### config.mk
export PLATFORM = sky130hd
export DESIGN_NAME = pll_freq_calc
export DESIGN_NICKNAME = d
export VERILOG_FILES = /design/src/rtl/pll_calc_pkg.sv /design/src/rtl/pll_ref_select.sv /design/src/rtl/pll_seq_div.sv /design/src/rtl/pll_freq_calc.sv
export SDC_FILE = /design/constraint.sdc
export NUM_CORES = 1
export LEC_CHECK = 0
export ABC_AREA = 1
export BUFFER_PORTS_ARGS = -buffer_cell sky130_fd_sc_hd__buf_2
export CAP_MARGIN = 20
export CORE_MARGIN = 2
export CORE_UTILIZATION = 45
export CTS_CLUSTER_SIZE = 25
export DETAILED_ROUTE_END_ITERATION = 12
export HOLD_SLACK_MARGIN = 0.06
export PLACE_DENSITY = 0.77
export SLEW_MARGIN = 5
export SYNTH_ARGS = -nofsm -noshare
export SYNTH_HDL_FRONTEND = slang
export SYNTH_SLANG_ARGS = --single-unit
### constraint.sdc
create_clock -name clk -period 7.4 [get_ports clk]
set_clock_uncertainty 0.15 [all_clocks]
set_input_delay 1.48 -clock clk [delete_from_list [all_inputs] [get_ports clk]]
set_output_delay 1.48 -clock clk [all_outputs]
set_load 0.02 [all_outputs]
### src/rtl/pll_calc_pkg.sv
package pll_calc_pkg;

    localparam int WORD_W = 32;

    // reference frequencies
    localparam logic [WORD_W-1:0] REF_24M = 32'd24_000_000;
    localparam logic [WORD_W-1:0] REF_25M = 32'd25_000_000;
    localparam logic [WORD_W-1:0] REF_48M = 32'd48_000_000;
    localparam logic [WORD_W-1:0] MHZ     = 32'd1_000_000;

    // strap word positions
    localparam int STRAP_25M_BIT = 23;
    localparam int STRAP_48M_BIT = 18;
    localparam int STRAP_SEL_LSB = 8;
    localparam int STRAP_SEL_W   = 2;

    // clock-select divider field
    localparam int CSEL_DIV_LSB = 23;
    localparam int CSEL_DIV_W   = 3;

    // current layout control bits
    localparam int CUR_OFF_BIT = 23;
    localparam int CUR_BYP_BIT = 20;

    // legacy layout control bits
    localparam int LEG_OFF_BIT  = 18;
    localparam int LEG_BYP_BIT  = 17;
    localparam int LEG_PROG_BIT = 19;

    typedef enum logic [2:0] {
        ST_IDLE,
        ST_DECODE,
        ST_WAIT_A,
        ST_WAIT_B,
        ST_MUL,
        ST_BUSDIV,
        ST_WAIT_C
    } calc_state_e;

    typedef struct packed {
        logic       off;
        logic       bypass;
        logic       programmed;
        logic [5:0] p;
        logic [7:0] m;
        logic [4:0] n;
        logic [5:0] ln;
        logic       od;
        logic [3:0] d;
    } pll_fields_t;

    function automatic pll_fields_t unpack_param(input logic [WORD_W-1:0] w,
                                                 input bit legacy);
        pll_fields_t f;
        f.off        = legacy ? w[LEG_OFF_BIT] : w[CUR_OFF_BIT];
        f.bypass     = legacy ? w[LEG_BYP_BIT] : w[CUR_BYP_BIT];
        f.programmed = legacy ? w[LEG_PROG_BIT] : 1'b1;
        f.p          = w[18:13];
        f.m          = w[12:5];
        f.n          = w[4:0];
        f.ln         = w[10:5];
        f.od         = w[4];
        f.d          = w[3:0];
        return f;
    endfunction

    function automatic logic [9:0] preset_mhz(input logic [STRAP_SEL_W-1:0] sel,
                                              input logic row25);
        logic [9:0] v;
        case (sel)
            2'd0:    v = row25 ? 10'd400 : 10'd384;
            2'd1:    v = row25 ? 10'd375 : 10'd360;
            2'd2:    v = row25 ? 10'd350 : 10'd336;
            default: v = row25 ? 10'd425 : 10'd408;
        endcase
        return v;
    endfunction

endpackage

### src/rtl/pll_ref_select.sv
module pll_ref_select
    import pll_calc_pkg::*;
(
    input  logic [WORD_W-1:0] strap_i,
    output logic [WORD_W-1:0] ref_hz_o,
    output logic [WORD_W-1:0] preset_hz_o
);
    logic [9:0] mhz;

    always_comb begin
        if (strap_i[STRAP_25M_BIT])
            ref_hz_o = REF_25M;
        else if (strap_i[STRAP_48M_BIT])
            ref_hz_o = REF_48M;
        else
            ref_hz_o = REF_24M;
    end

    assign mhz         = preset_mhz(strap_i[STRAP_SEL_LSB +: STRAP_SEL_W],
                                    strap_i[STRAP_25M_BIT]);
    assign preset_hz_o = WORD_W'(mhz) * MHZ;

endmodule

### src/rtl/pll_seq_div.sv
module pll_seq_div #(
    parameter int W = 32
) (
    input  logic         clk,
    input  logic         rst,
    input  logic         start_i,
    input  logic [W-1:0] dividend_i,
    input  logic [W-1:0] divisor_i,
    output logic         busy_o,
    output logic         done_o,
    output logic [W-1:0] quotient_o
);
    localparam int CNT_W = $clog2(W + 1);

    logic [W:0]       rem_q;
    logic [W-1:0]     quo_q;
    logic [W-1:0]     dvs_q;
    logic [CNT_W-1:0] cnt_q;
    logic [W:0]       shifted;
    logic [W:0]       diff;
    logic             fits;

    always_comb begin
        shifted = {rem_q[W-1:0], quo_q[W-1]};
        diff    = shifted - {1'b0, dvs_q};
        fits    = shifted >= {1'b0, dvs_q};
    end

    always_ff @(posedge clk) begin
        if (rst) begin
            rem_q  <= '0;
            quo_q  <= '0;
            dvs_q  <= '0;
            cnt_q  <= '0;
            busy_o <= 1'b0;
            done_o <= 1'b0;
        end else begin
            done_o <= 1'b0;
            if (start_i) begin
                rem_q  <= '0;
                quo_q  <= dividend_i;
                dvs_q  <= divisor_i;
                cnt_q  <= CNT_W'(W);
                busy_o <= 1'b1;
            end else if (busy_o) begin
                rem_q <= fits ? diff : shifted;
                quo_q <= {quo_q[W-2:0], fits};
                cnt_q <= cnt_q - 1'b1;
                if (cnt_q == CNT_W'(1)) begin
                    busy_o <= 1'b0;
                    done_o <= 1'b1;
                end
            end
        end
    end

    assign quotient_o = quo_q;

endmodule

### src/rtl/pll_freq_calc.sv
module pll_freq_calc
    import pll_calc_pkg::*;
#(
    parameter bit LEGACY_FMT = 1'b0
) (
    input  logic              clk,
    input  logic              rst,
    input  logic              start_i,
    input  logic [WORD_W-1:0] param_i,
    input  logic [WORD_W-1:0] csel_i,
    input  logic [WORD_W-1:0] strap_i,
    output logic              busy_o,
    output logic              done_o,
    output logic [WORD_W-1:0] pll_hz_o,
    output logic [WORD_W-1:0] bus_hz_o
);
    localparam int BUS_SHIFT = LEGACY_FMT ? 1 : 2;

    calc_state_e           state_q;
    pll_fields_t           fld_q;
    logic [CSEL_DIV_W-1:0] cdiv_q;
    logic [WORD_W-1:0]     ref_q;
    logic [WORD_W-1:0]     preset_q;
    logic [WORD_W-1:0]     mult_q;
    logic [WORD_W-1:0]     freq_q;
    logic                  div_start;
    logic [WORD_W-1:0]     div_a;
    logic [WORD_W-1:0]     div_b;

    logic [WORD_W-1:0]     ref_hz;
    logic [WORD_W-1:0]     preset_hz;
    logic                  div_busy;
    logic                  div_done;
    logic [WORD_W-1:0]     div_q;

    pll_ref_select u_ref (
        .strap_i     (strap_i),
        .ref_hz_o    (ref_hz),
        .preset_hz_o (preset_hz)
    );

    pll_seq_div #(.W(WORD_W)) u_div (
        .clk        (clk),
        .rst        (rst),
        .start_i    (div_start),
        .dividend_i (div_a),
        .divisor_i  (div_b),
        .busy_o     (div_busy),
        .done_o     (div_done),
        .quotient_o (div_q)
    );

    always_ff @(posedge clk) begin
        if (rst) begin
            state_q   <= ST_IDLE;
            fld_q     <= '0;
            cdiv_q    <= '0;
            ref_q     <= '0;
            preset_q  <= '0;
            mult_q    <= '0;
            freq_q    <= '0;
            div_start <= 1'b0;
            div_a     <= '0;
            div_b     <= '0;
            done_o    <= 1'b0;
            pll_hz_o  <= '0;
            bus_hz_o  <= '0;
        end else begin
            done_o    <= 1'b0;
            div_start <= 1'b0;
            case (state_q)
                ST_IDLE: begin
                    if (start_i) begin
                        fld_q    <= unpack_param(param_i, LEGACY_FMT);
                        cdiv_q   <= csel_i[CSEL_DIV_LSB +: CSEL_DIV_W];
                        ref_q    <= ref_hz;
                        preset_q <= preset_hz;
                        state_q  <= ST_DECODE;
                    end
                end
                ST_DECODE: begin
                    if (fld_q.off) begin
                        freq_q  <= '0;
                        state_q <= ST_BUSDIV;
                    end else if (!fld_q.programmed) begin
                        freq_q  <= preset_q;
                        state_q <= ST_BUSDIV;
                    end else if (fld_q.bypass) begin
                        mult_q  <= WORD_W'(1);
                        state_q <= ST_MUL;
                    end else begin
                        div_start <= 1'b1;
                        if (LEGACY_FMT) begin
                            div_a <= WORD_W'(fld_q.ln) + WORD_W'(2);
                            div_b <= WORD_W'(fld_q.d) + WORD_W'(1);
                        end else begin
                            div_a <= WORD_W'(fld_q.m) + WORD_W'(1);
                            div_b <= WORD_W'(fld_q.n) + WORD_W'(1);
                        end
                        state_q <= ST_WAIT_A;
                    end
                end
                ST_WAIT_A: begin
                    if (div_done) begin
                        if (LEGACY_FMT) begin
                            mult_q  <= fld_q.od ? div_q : (div_q << 1);
                            state_q <= ST_MUL;
                        end else begin
                            div_start <= 1'b1;
                            div_a     <= div_q;
                            div_b     <= WORD_W'(fld_q.p) + WORD_W'(1);
                            state_q   <= ST_WAIT_B;
                        end
                    end
                end
                ST_WAIT_B: begin
                    if (div_done) begin
                        mult_q  <= div_q;
                        state_q <= ST_MUL;
                    end
                end
                ST_MUL: begin
                    freq_q  <= ref_q * mult_q;
                    state_q <= ST_BUSDIV;
                end
                ST_BUSDIV: begin
                    div_start <= 1'b1;
                    div_a     <= freq_q;
                    div_b     <= WORD_W'(cdiv_q) + WORD_W'(1);
                    state_q   <= ST_WAIT_C;
                end
                ST_WAIT_C: begin
                    if (div_done) begin
                        pll_hz_o <= freq_q;
                        bus_hz_o <= div_q >> BUS_SHIFT;
                        done_o   <= 1'b1;
                        state_q  <= ST_IDLE;
                    end
                end
                default: state_q <= ST_IDLE;
            endcase
        end
    end

    assign busy_o = (state_q != ST_IDLE);

endmodule

# Word level (Yosys, flattened, before mapping)
# Index checks and enable logic that the tools add are counted.
classes:
  add_sub_neg: 6
  n_mul: 2
  order_cmp: 1
  eq_ne: 18
  muxes: 46
  bitwise: 2
  n_reduce_logical: 16
ops:
  columns: ["operator", "count"]
  rows:
  - ["$mux 32", 17]
  - ["$pmux 32 s3", 2]
  - ["$pmux 32 s2", 2]
  - ["$ge 33x32->1", 1]
  - ["$mul 32x32->32", 1]
  - ["$sub 32x32->32", 1]
  - ["$pmux 10 s3", 1]
  - ["$mux 26", 1]
  - ["$mul 10x14->24 const B", 1]
  - ["$mux 3", 7]
  - ["$pmux 3 s7", 1]
  - ["$mux 6", 3]
  - ["$mux 5", 2]
  - ["$ne 2x2->1 const B", 5]
  - ["$reduce_and 5->1", 2]
  - ["$add 8x1->9 const B", 1]
  - ["$eq 3x3->1 const B", 3]
  - ["$mux 1", 8]
  - ["$add 6x1->7 const B", 1]
  - ["$add 5x1->6 const B", 1]
  - ["$eq 3x2->1 const B", 2]
  - ["$eq 6x1->1 const B", 1]
  - ["$ne 2x1->1 const B", 3]
  - ["$reduce_and 2->1", 3]
  - ["other kinds (16)", 21]
word_totals:
  register_bits: 380
  output_inout_bits: 66
  elab_cells: 116

# Logic depth before layout (Yosys ltp)
logic_depth:
  depth_word: 5
  mapped_depth: 33
  mapped_depth_nobuf: 31

# Cells and area by module
# From an unflattened synthesis, not the netlist that was laid out.
unflattened:
  hier_cells: 5023
  area_unflattened_um2: 36078.4
modules_own_cells:
  columns: ["mod", "n_inst", "cells_per_inst", "area_per_inst_um2", "seq_area_each_um2"]
  rows:
  - ["pll_freq_calc", 1, 3598, 27034.7, 5185.0]
  - ["pll_seq_div", 1, 1090, 6936.7, 2082.0]
  - ["pll_ref_select", 1, 335, 2107.0, 0.0]

# Worst setup path before layout
# No wires, ideal clock.
synth_path:
  path_type: "reg2reg"
  startpoint: "reg ref_q[22]"
  endpoint: "reg freq_q[31]"
  setup_ns: 0.132
  arrival_ns: 6.605
  path_slack_ns: 0.513
  path_stages_with_launch: 29
  n_path_buf: 2
  path_cell_list: "dfxtp_1 > buf_2 > clkbuf_1 > nand2_1 > fa_1 > inv_1 > fa_1 > fa_1 > inv_1 > fa_1 > inv_1 > fa_1 > inv_1 > fa_1 > inv_1 > fa_1 > inv_1 > fa_1 > inv_1 > ha_1 > nand2_1 > nor2_1 > inv_1 > nor4_1 > nand3_1 > nand3_1 > nand3_1 > nand3_1 > a21oi_1"
synth_via:
  elab_chain_cells: 2
synth_lines:
  columns: ["element", "line", "rtl"]
  rows:
  - ["from (decl)", "pll_freq_calc.sv:22", "logic [WORD_W-1:0] ref_q;"]
  - ["from (signal assigned)", "pll_freq_calc.sv:76", "ref_q <= ref_hz;"]
  - ["$mul 32x32->32", "pll_freq_calc.sv:123", "freq_q <= ref_q * mult_q;"]
  - ["$pmux 32 s2", "pll_freq_calc.sv:71", "case (state_q)"]
  - ["to (signal assigned)", "pll_freq_calc.sv:86", "freq_q <= preset_q;"]
  - ["to (signal assigned)", "pll_freq_calc.sv:123", null]
  - ["to (decl)", "pll_freq_calc.sv:25", "logic [WORD_W-1:0] freq_q;"]
# Every way passes these cells.
# A chain may end at the register's enable or synchronous reset.

# Worst setup path in the final report
layout_path:
  startpoint: "reg ref_q[17]"
  endpoint: "reg freq_q[28]"
# Same word-level chain as after synthesis.

==> impl_metrics.tcl <==
set metrics [dict create \
    cp.required_ps 7710 \
    die_area_sq_um 52240 \
    hp-class "reg -> reg" \
    fin_nets 3497 \
    routabilityCongestion 0.9805 \
    total_leakage_power_nw 12.92 \
    n_antenna_cell 0 \
    ant_nets 0 \
    synth_cell_types 57 \
    cts_max_path_buffers 3 \
    critical_path_buf_inv_count 9 \
    final_cell_mix "inv_1 (550), nand2_1 (480), dfxtp_1 (281), nor2_1 (245), a21oi_1 (235)" \
    drive_above_1_share 0.07527 \
    layout_min_cycle_time_ps 7091 \
    rsz0062_at_grt "no" \
    synth-seq-cells 285 \
    start_util 0.4542 \
    die_w_um 228.6 \
    htree_levels 1 \
    arrival_ps 7400 \
    hold_viol 0 \
    grt_pass1_vias 19057 \
    numCtsBuffers 29 \
    wl_per_cell_um 16.66 \
    place_inst 3648 \
    insertion_delay_ps 580 \
    synthFlopType "dfxtp_1" \
    drcViolationCount 0 \
    tightestPinTransition_ps 1067 \
    syn_area_sq_um 22690 \
    maxCapViolations 0 \
    timing.hold.ws_ps 302.9 \
    cts_tree "yes" \
    portBuffers 88 \
    synth_top_area_share 0.2514 \
    synthCells 2982 \
    dr_wl_met3_um 4848 \
    critPathMostFrequentCell "fa_1" \
    drt_pass1_iterations 6 \
    cts_root_buffer "clkbuf_16" \
    outcome "finished, final reports clean" \
    grt_max_degree 99 \
    crit_family "adder cells" \
    fmax_mhz 141.0 \
    grt_overflow_total 0 \
    slew_headroom 0.2888 \
    final_common_cell "inv_1" \
    drt-met1-wl_um 27100 \
    hpwlAfterDp_um 47660 \
    yosys.area.top_type "dfxtp_1" \
    pre_cts_slack_ps 251.0 \
    seq_area_frac_synth 0.2514 \
    n_fill_cell 4814 \
    vias_per_cell 5.347 \
    synth.area.top_cells "dfxtp_1 (25%), fa_1 (16%), ha_1 (11%)" \
    core_sq_um 49970 \
    grt_util_all_layers 0.2372 \
    holdBufCountCts 0 \
    crit_slowest_cell "fa_1" \
    finalSetupViolCount 0 \
    num_io_pins 165 \
    clk_pin_slew_worst_paths_ps 60 \
    cts_sinks 285 \
    fin_ws_ps 309.0 \
    area_growth_pct 8.822 \
    finalCritPeriodShare 0.9582 \
    drv_slew 0 \
    met2_length_um 27490 \
    total_power_mw 4.853 \
    die_h_um 228.6 \
    worst_ir_drop_vdd_mv 0.1953 \
    crit_fanout 7 \
    num_rows 82 \
    totalWireLength_um 61660 \
    top_layer "met5" \
    drt_iter0_drc 1711 \
    fin_setup_tns_ps 0 \
    vias 19791 \
    post_synth.cell_area_avg_sq_um 7.610 \
    synth-edff-count 0 \
    ys_warn_count 0 \
    power_density_nw_per_um2 196.5 \
    start_kind "register" \
    antenna_found_initial 1 \
    async_flop_share 0 \
    grt_pass1_wl_um 101100 \
    instances_no_fill 3701 \
    critical_path_class "reg -> reg" \
    end_kind "register" \
    max_stage_delay_ps 560 \
]
## state kept, by name, indices dropped and copies added, names as in the netlist, 6 cells and up
register / cells
div_a: 32
u_div.quotient_o: 32
u_div.rem_q: 32
bus_hz_o: 30
freq_q: 26
mult_q: 26
pll_hz_o: 26
preset_q: 23
fld_q: 21
div_b: 7
ref_q: 7
u_div.dvs_q: 7
u_div.cnt_q: 6
## tightest hold or removal path: stages (launching register included)
cell	delay (ps)
dfxtp_1	290
inv_1	60
a21oi_1	50
## logic make-up after synthesis
logic type,after synthesis,synth area share
other,2,0.0003309
AOI/OAI and AO/OA,619,0.1593
adders and majority gates,391,0.2768
xor gates and xnor gates,61,0.02354
buffers and inverters,711,0.1233
DFF,285,0.2514
and+or+nand+nor,913,0.1653
## repair_timing
| item | 4_1_cts | 5_1_grt |
|---|---|---|
| buffers inserted | 0 | 0 |
| gates resized for setup | 0 | 5 |
| endpoints found under the hold margin | 0 | 0 |
| setup endpoints to repair | 0 | 4 |
## path summary, 6_finish.rpt
| check | cells past startpoint | from | end | slack, ps |
|---|---|---|---|---|
| worst max-delay path | 26 | ref_q[17] | freq_q[28] | 310 |
| worst max register to register | 26 | ref_q[17] | freq_q[28] | 310 |
| worst min register to register | 2 | preset_q[10] | preset_q[10] | 300 |
| worst min-delay path | 2 | preset_q[10] | preset_q[10] | 300 |
## routing by layer
metal,vias to the layer above,global-route usage
met3,134,0.03643
met5,-,0
met2,739,0.3813
li1,9598,-
met1,9318,0.3270
met4,2,0.07721
## cells in the mapped netlist, types with 4 or more instances
| cell | number |
|---|---|
| a211oi_1 | 6 |
| nand3_1 | 122 |
| or2_2 | 6 |
| a21oi_1 | 235 |
| a21o_1 | 6 |
| inv_1 | 552 |
| nor2_2 | 4 |
| a221oi_2 | 5 |
| o211ai_1 | 8 |
| fa_1 | 185 |
| o31ai_1 | 4 |
| buf_6 | 5 |
| nand2_1 | 481 |
| o2111ai_1 | 4 |
| dfxtp_1 | 285 |
| xor2_1 | 34 |
| o21ai_0 | 204 |
| a22oi_1 | 28 |
| o21ai_1 | 9 |
| xnor2_1 | 27 |
| buf_4 | 13 |
| nor4_1 | 8 |
| a31oi_1 | 29 |
| clkbuf_1 | 89 |
| ha_1 | 206 |
| nand4_1 | 12 |
| a41oi_1 | 5 |
| a221oi_1 | 19 |
| o21bai_1 | 15 |
| nor2_1 | 247 |
| inv_2 | 13 |
| nor3_1 | 20 |
| buf_2 | 34 |
| o221ai_1 | 28 |
## cell type report
class / instances / area [sq um] / area share
clock inverters: 12 / 160.2 / 0.006485
well taps: 672 / 840.8 / 0.03405
multi-input cells: 1994 / 14240 / 0.5768
repair buffers: 129 / 775.7 / 0.03141
clock buffers: 41 / 830.8 / 0.03364
flip-flops and latches: 285 / 5710 / 0.2312
inverters: 568 / 2133 / 0.08639
## power breakdown
group | switching (mW) | leakage, nW | internal [mW]
sequential | 0.241 | 2.32 | 1.75
clock | 0.631 | 0.489 | 0.891
combinational | 0.891 | 10.1 | 0.453
total | 1.76 | 12.9 | 3.09
## per-stage QoR
stage / cell area, sq um / utilization
global route: 24690 / 0.4942
global placement: 23670 / 0.4737
detailed placement: 23690 / 0.4741
floorplan: 22720 / -
CTS: 24680 / 0.4939
finish: 24690 / 0.4942
Note: power is estimated with default switching activity, not from simulation.
